File: src/rtl/trig_delay_pkg.sv
package trig_delay_pkg;

    typedef enum logic [1:0] {
        MODE_NONE   = 2'b00,
        MODE_TIME   = 2'b01,
        MODE_EVENTS = 2'b10,
        MODE_SPARE  = 2'b11
    } dmode_e;

    typedef enum logic [1:0] {
        ST_IDLE     = 2'd0,
        ST_ARMED    = 2'd1,
        ST_DLY_TIME = 2'd2,
        ST_DLY_EVT  = 2'd3
    } tstate_e;

    localparam int SLOT_MODE   = 0;
    localparam int SLOT_DLY_LO = 1;
    localparam int SLOT_HOLD   = 3;
    localparam int SLOT_CTRL   = 4;
    localparam int CTRL_ARM    = 0;

endpackage

File: src/rtl/tdg_edge.sv
module tdg_edge #(
    parameter int W = 2
) (
    input  logic         clk,
    input  logic         rst_n,
    input  logic [W-1:0] din,
    output logic [W-1:0] rise
);
    logic [W-1:0] prev_q;

    always_ff @(posedge clk) begin
        if (!rst_n) prev_q <= '0;
        else        prev_q <= din;
    end

    assign rise = din & ~prev_q;
endmodule

File: src/rtl/tdg_cfg_regs.sv
module tdg_cfg_regs
    import trig_delay_pkg::*;
#(
    parameter int DATA_W = 8,
    parameter int ADDR_W = 3,
    parameter int EN_W   = 3,
    parameter int DLY_W  = 16,
    parameter int HOLD_W = 8
) (
    input  logic              clk,
    input  logic              rst_n,
    input  logic [EN_W-1:0]   en_n,
    input  logic [ADDR_W-1:0] addr,
    input  logic [DATA_W-1:0] wdata,
    output dmode_e            mode,
    output logic [DLY_W-1:0]  dly,
    output logic [HOLD_W-1:0] hold_len,
    output logic              arm_req
);
    localparam int DLY_BYTES = DLY_W / DATA_W;

    logic wr_ok;
    assign wr_ok = (en_n == '0);

    always_ff @(posedge clk) begin
        if (!rst_n) begin
            mode     <= MODE_NONE;
            hold_len <= '0;
        end else if (wr_ok) begin
            if (addr == ADDR_W'(SLOT_MODE)) mode     <= dmode_e'(wdata[1:0]);
            if (addr == ADDR_W'(SLOT_HOLD)) hold_len <= wdata[HOLD_W-1:0];
        end
    end

    for (genvar g = 0; g < DLY_BYTES; g++) begin : g_dly_byte
        always_ff @(posedge clk) begin
            if (!rst_n)
                dly[g*DATA_W +: DATA_W] <= '0;
            else if (wr_ok && addr == ADDR_W'(SLOT_DLY_LO + g))
                dly[g*DATA_W +: DATA_W] <= wdata;
        end
    end

    assign arm_req = wr_ok && (addr == ADDR_W'(SLOT_CTRL)) && wdata[CTRL_ARM];
endmodule

File: src/rtl/tdg_holdoff.sv
module tdg_holdoff #(
    parameter int HOLD_W = 8
) (
    input  logic              clk,
    input  logic              rst_n,
    input  logic              start,
    input  logic [HOLD_W-1:0] len,
    output logic              busy
);
    logic [HOLD_W-1:0] left_q;

    always_ff @(posedge clk) begin
        if (!rst_n)              left_q <= '0;
        else if (start)          left_q <= len;
        else if (left_q != '0)   left_q <= left_q - 1'b1;
    end

    assign busy = (left_q != '0);
endmodule

File: src/rtl/trig_delay_gate.sv
module trig_delay_gate
    import trig_delay_pkg::*;
#(
    parameter int DATA_W = 8,
    parameter int ADDR_W = 3,
    parameter int EN_W   = 3,
    parameter int DLY_W  = 16,
    parameter int HOLD_W = 8
) (
    input  logic              clk,
    input  logic              rst_n,
    input  logic              a_trig,
    input  logic              b_trig,
    input  logic [EN_W-1:0]   cfg_en_n,
    input  logic [ADDR_W-1:0] cfg_addr,
    input  logic [DATA_W-1:0] cfg_wdata,
    output logic              trig_out
);
    dmode_e            mode;
    logic [DLY_W-1:0]  dly;
    logic [HOLD_W-1:0] hold_len;
    logic              arm_req;
    logic [1:0]        rise;
    logic              a_rise, b_rise;
    logic              hold_busy;

    tstate_e           state, state_nx;
    logic [DLY_W-1:0]  dly_cnt;
    logic              cnt_load, cnt_dec, fire, accept;

    tdg_cfg_regs #(
        .DATA_W(DATA_W), .ADDR_W(ADDR_W), .EN_W(EN_W),
        .DLY_W(DLY_W), .HOLD_W(HOLD_W)
    ) u_regs (
        .clk(clk), .rst_n(rst_n), .en_n(cfg_en_n), .addr(cfg_addr),
        .wdata(cfg_wdata), .mode(mode), .dly(dly), .hold_len(hold_len),
        .arm_req(arm_req)
    );

    tdg_edge #(.W(2)) u_edge (
        .clk(clk), .rst_n(rst_n), .din({b_trig, a_trig}), .rise(rise)
    );
    assign a_rise = rise[0];
    assign b_rise = rise[1];

    tdg_holdoff #(.HOLD_W(HOLD_W)) u_hold (
        .clk(clk), .rst_n(rst_n), .start(accept), .len(hold_len), .busy(hold_busy)
    );

    assign accept = (state == ST_ARMED) && a_rise && !hold_busy;

    always_comb begin
        state_nx = state;
        cnt_load = 1'b0;
        cnt_dec  = 1'b0;
        fire     = 1'b0;
        unique case (state)
            ST_IDLE: begin
                if (arm_req) state_nx = ST_ARMED;
            end
            ST_ARMED: begin
                if (accept) begin
                    if (mode == MODE_TIME && dly != '0) begin
                        state_nx = ST_DLY_TIME;
                        cnt_load = 1'b1;
                    end else if (mode == MODE_EVENTS && dly != '0) begin
                        state_nx = ST_DLY_EVT;
                        cnt_load = 1'b1;
                    end else begin
                        state_nx = ST_IDLE;
                        fire     = 1'b1;
                    end
                end
            end
            ST_DLY_TIME: begin
                if (dly_cnt == DLY_W'(1)) begin
                    state_nx = ST_IDLE;
                    fire     = 1'b1;
                end else begin
                    cnt_dec = 1'b1;
                end
            end
            ST_DLY_EVT: begin
                if (b_rise) begin
                    if (dly_cnt == DLY_W'(1)) begin
                        state_nx = ST_IDLE;
                        fire     = 1'b1;
                    end else begin
                        cnt_dec = 1'b1;
                    end
                end
            end
        endcase
    end

    always_ff @(posedge clk) begin
        if (!rst_n) state <= ST_IDLE;
        else        state <= state_nx;
    end

    always_ff @(posedge clk) begin
        if (!rst_n)        dly_cnt <= '0;
        else if (cnt_load) dly_cnt <= dly;
        else if (cnt_dec)  dly_cnt <= dly_cnt - 1'b1;
    end

    always_ff @(posedge clk) begin
        if (!rst_n) trig_out <= 1'b0;
        else        trig_out <= fire;
    end
endmodule

File: config.mk
export PLATFORM = sky130hd
export DESIGN_NAME = trig_delay_gate
export DESIGN_NICKNAME = d
export VERILOG_FILES = /design/src/rtl/trig_delay_pkg.sv /design/src/rtl/tdg_edge.sv /design/src/rtl/tdg_cfg_regs.sv /design/src/rtl/tdg_holdoff.sv /design/src/rtl/trig_delay_gate.sv
export SDC_FILE = /design/constraint.sdc
export NUM_CORES = 1
export LEC_CHECK = 0
export ABC_AREA = 1
export BUFFER_PORTS_ARGS = -buffer_cell sky130_fd_sc_hd__buf_4
export CAP_MARGIN = 15
export CORE_ASPECT_RATIO = 0.8
export CORE_MARGIN = 2
export CORE_UTILIZATION = 65
export DETAILED_ROUTE_END_ITERATION = 7
export PLACE_DENSITY_LB_ADDON = 0.3
export SLEW_MARGIN = 30
export SYNTH_ARGS = -nofsm -noshare
export SYNTH_HDL_FRONTEND = slang
export SYNTH_SLANG_ARGS = --single-unit
File: constraint.sdc
create_clock -name clk -period 2.7 [get_ports clk]
set_clock_uncertainty 0.1 [all_clocks]
set_input_delay 0.135 -clock clk [delete_from_list [all_inputs] [get_ports clk]]
set_output_delay 0.135 -clock clk [all_outputs]
set_load 0.02 [all_outputs]
==> flow_metrics.env <==
export IMPL_outcome="finished, final reports clean"
export IMPL_die_w_um=81.8
export IMPL_synth_area_um2=3150
export IMPL_dieArea_um2=5420
export IMPL_ctsRootBufferMaster="clkbuf_8"
export IMPL_fp_row_count=22
export IMPL_synth_xor_area_share_pct=2.47
export IMPL_r2r_end="dly_cnt[14]"
export IMPL_drive_gt1_share_pct=11.2
export IMPL_start_util_pct=68.0
export IMPL_place_worst_setup_slack_ns=0.801
export IMPL_hold_path_class="input pin to register"
export IMPL_yosys_register_bits=55
export IMPL_r2r_start="dly_cnt[1]"
export IMPL_num_antenna_cells=0
export IMPL_grt_max_degree=41
export IMPL_dpl_cell_area_um2=3290
export IMPL_gr_total_overflow=0
export IMPL_die_h_um=66.2
export IMPL_stdcell_area_um2=3450
export IMPL_coreArea_um2=4620
export IMPL_worst_pin_slew_ns=0.608
export IMPL_period_minus_slack_ns=1.95
export IMPL_yosysSeqAreaShare_pct=35.0
export IMPL_layout_common_cells="nor2_1, nand2_1, inv_1"
export IMPL_cp_top_family="simple AND/OR/NAND/NOR gates"
export IMPL_ant_nets=0
export IMPL_hold_slack_ns=0.00494
export IMPL_dr_pass1_iters=5
export IMPL_synth_distinct_cells=33
export IMPL_crit_arrival_ns=2.11
export IMPL_cts_path_max_buffers=2
export IMPL_clk_pin_slew_ns=0.11
export IMPL_grt_pass1_vias=2697
export IMPL_power_density_nw_per_um2=1060
export IMPL_finalSetupViolations=0
export IMPL_hpwl_mm=5.69
export IMPL_fin_crit_sh_pct=72.0
export IMPL_htreeDepth=2
export IMPL_hold_viol_final=0
export IMPL_hold_start="cfg_wdata[3]"
export IMPL_clock_sink_count=55
export IMPL_place_port_buffers=18
export IMPL_cap_violations=0
export IMPL_syn2layout_area_growth_pct=9.74
export IMPL_vias=3146
export IMPL_crit_fanout=11
export IMPL_worstRegToRegCells=11
export IMPL_muxShareOfSynthArea_pct=0
export IMPL_cp_end_kind="register"
export IMPL_min_to="u_regs.hold_len[3]"
export IMPL_worstPathRequired_ns=2.86
export IMPL_synthAdderAreaFrac_pct=1.59
export IMPL_timing_critical_path_cells="inv_1 > ha_1 > nand2_2 > nor2_2 > nand2_4 > nand2_1 > nor2_2 > nand2_1 > nand2_1 > nor2_1 > nor2_1"
export IMPL_peakVddDrop_v=0.000677
export IMPL_insertion_delay_ns=0.32
export IMPL_path_depth=11
export IMPL_crit_path_top_delay_cell="nor2_2"
export IMPL_startpoint_type="register"
export IMPL_rsz0062_at_grt="no"
export IMPL_syn_inst=496
export IMPL_cts_tree="done"
export IMPL_setup_tns_ns=0
export IMPL_nFillCells=371
export IMPL_critPathMaxStageDelay_ns=0.41
export IMPL_viasPerCell=5.46
export IMPL_fin_nets=537
export IMPL_avgRoutedWirePerCell_um=13.3
export IMPL_antenna_found_initial=0
export IMPL_critical_path_class="register to register"
export IMPL_multiInputGateArea_um2=1750
export IMPL_syn_avg_cell_area_um2=6.34
export IMPL_reg2reg_slack_ns=0.75
export IMPL_synth_top_family_by_area="simple AND/OR/NAND/NOR gates"
export IMPL_whs_path_depth=3
export IMPL_yosys_warnings=0
export IMPL_path_buf_inv=1
export IMPL_grt_first_pass_wirelength_mm=12.6
export IMPL_syn_nets=518
export IMPL_yosys_area_share_simple_pct=42.5
export IMPL_synth_compound_area_share_pct=8.95
export IMPL_initialDrtViolationCount=377
export IMPL_leakagePower_nw=1.66
export IMPL_routed_wl_mm=7.67
export IMPL_ctsResizeCount=0
export IMPL_gp_congestion=0.978
export IMPL_finalPower_mw=3.67
export IMPL_fmax_mhz=514
export IMPL_grtUsageTotal_pct=30.2
export IMPL_seq_area_um2=1100
export IMPL_drc=0
export IMPL_worst_slack_ns=0.755
export IMPL_crit_top_cell="nand2_1"
export IMPL_drv_slew=0
export IMPL_io_pins=19
export IMPL_cts_made_buffers=5
export IMPL_final_common_cell="nor2_1"
export IMPL_slew_headroom_pct=59.5
layer usage:
| metal | vias up | track usage (%) | share of wire [%] |
|---|---|---|---|
| met3 | 13 | 5.60 | 7.6 |
| met1 | 1392 | 45.2 | 49 |
| met4 | 0 | 8.13 | 1.5 |
| met5 | - | 0 | 0 |
| li1 | 1602 | - | - |
| met2 | 139 | 44.2 | 42 |
worst register-to-register path: stages (launching register included):
cell and delay [ns]:
dfxtp_1 0.38, inv_1 0.09, ha_1 0.22, nand2_2 0.09
nor2_2 0.05, nand2_4 0.10, nand2_1 0.09, nor2_2 0.41
nand2_1 0.16, nand2_1 0.09, nor2_1 0.04, nor2_1 0.07
state kept, by name, summed over array words and instances, names as in the netlist:
signal and count:
u_edge.prev_q 2, u_hold.left_q 8, u_regs.mode 2, trig_out 1, dly_cnt 16, u_regs.hold_len 8, u_regs.dly 16, state 2
worst max path at each step:
stage                           startpoint     endpoint
after floorplan           u_hold.left_q[0]  dly_cnt[10]
after global placement          dly_cnt[0]  dly_cnt[14]
after detailed placement        dly_cnt[1]  dly_cnt[14]
after CTS                       dly_cnt[1]  dly_cnt[14]
after global routing              state[1]  dly_cnt[13]
final                           dly_cnt[1]  dly_cnt[14]
cell usage after synthesis:
master    count  area [um2]
a21oi_1      14        70.1
a221oi_1      1        8.76
buf_2         2        10.0
buf_6         3        33.8
clkbuf_1      8        30.0
clkinv_1      1        3.75
clkinv_2      1        5.00
dfxtp_1      55        1100
ha_1          4        50.1
inv_1        56         210
inv_2         2        7.51
nand2_1     107         402
nand2_2       3        18.8
nand2_4       3        33.8
nand3_1      22         110
nand3_2       1        10.0
nand3_4       1        17.5
nand4_1      21         131
nand4_2       1        12.5
nor2_1      122         458
nor2_2       15        93.8
nor2_4        2        22.5
nor3_1        2        10.0
nor3_2        1        10.0
nor4_1        1        6.26
o211ai_1      1        7.51
o21ai_0      35         175
o21ai_1       1        5.00
o221ai_1      1        8.76
o22ai_1       1        6.26
xnor2_1       1        8.76
xor2_1        6        52.6
xor2_2        1        16.3
area by class of cell:
cell class	instances	area share, %
inverters	60	6.56
clock buffers	5	1.99
well taps	60	2.17
flip-flops and latches	55	31.9
clock inverters	3	0.978
repair buffers	25	5.87
multi-input cells	368	50.5
through the flow:
step | utilization [%] | std cells
2_1_floorplan | - | 496
3_3_place_gp | 71.2 | 562
3_5_place_dp | 71.2 | 562
4_1_cts | 74.7 | 576
5_1_grt | 74.7 | 576
6_report | 74.7 | 576
kinds of logic (layout without fill, tap and decap cells):
| group | after synthesis | after routing |
|---|---|---|
| AND/OR/NAND/NOR | 302 | 302 |
| AO/OA/AOI/OAI | 54 | 54 |
| buffers and inverters | 73 | 93 |
| adder cells (fa/ha/maj) | 4 | 4 |
| XOR/XNOR | 8 | 8 |
| flip-flops | 55 | 55 |
report_power, final:
group	internal (mW)	switching (mW)	total [mW]
combinational	0.732	1.32	2.05
clock	0.196	0.313	0.510
sequential	0.950	0.161	1.11
total	1.88	1.79	3.67
timing repair:
item	CTS	global route
buffers inserted	0	0
endpoints found under the hold margin	7	0
hold buffers	6	0
Power figures use the tool's default switching activity.
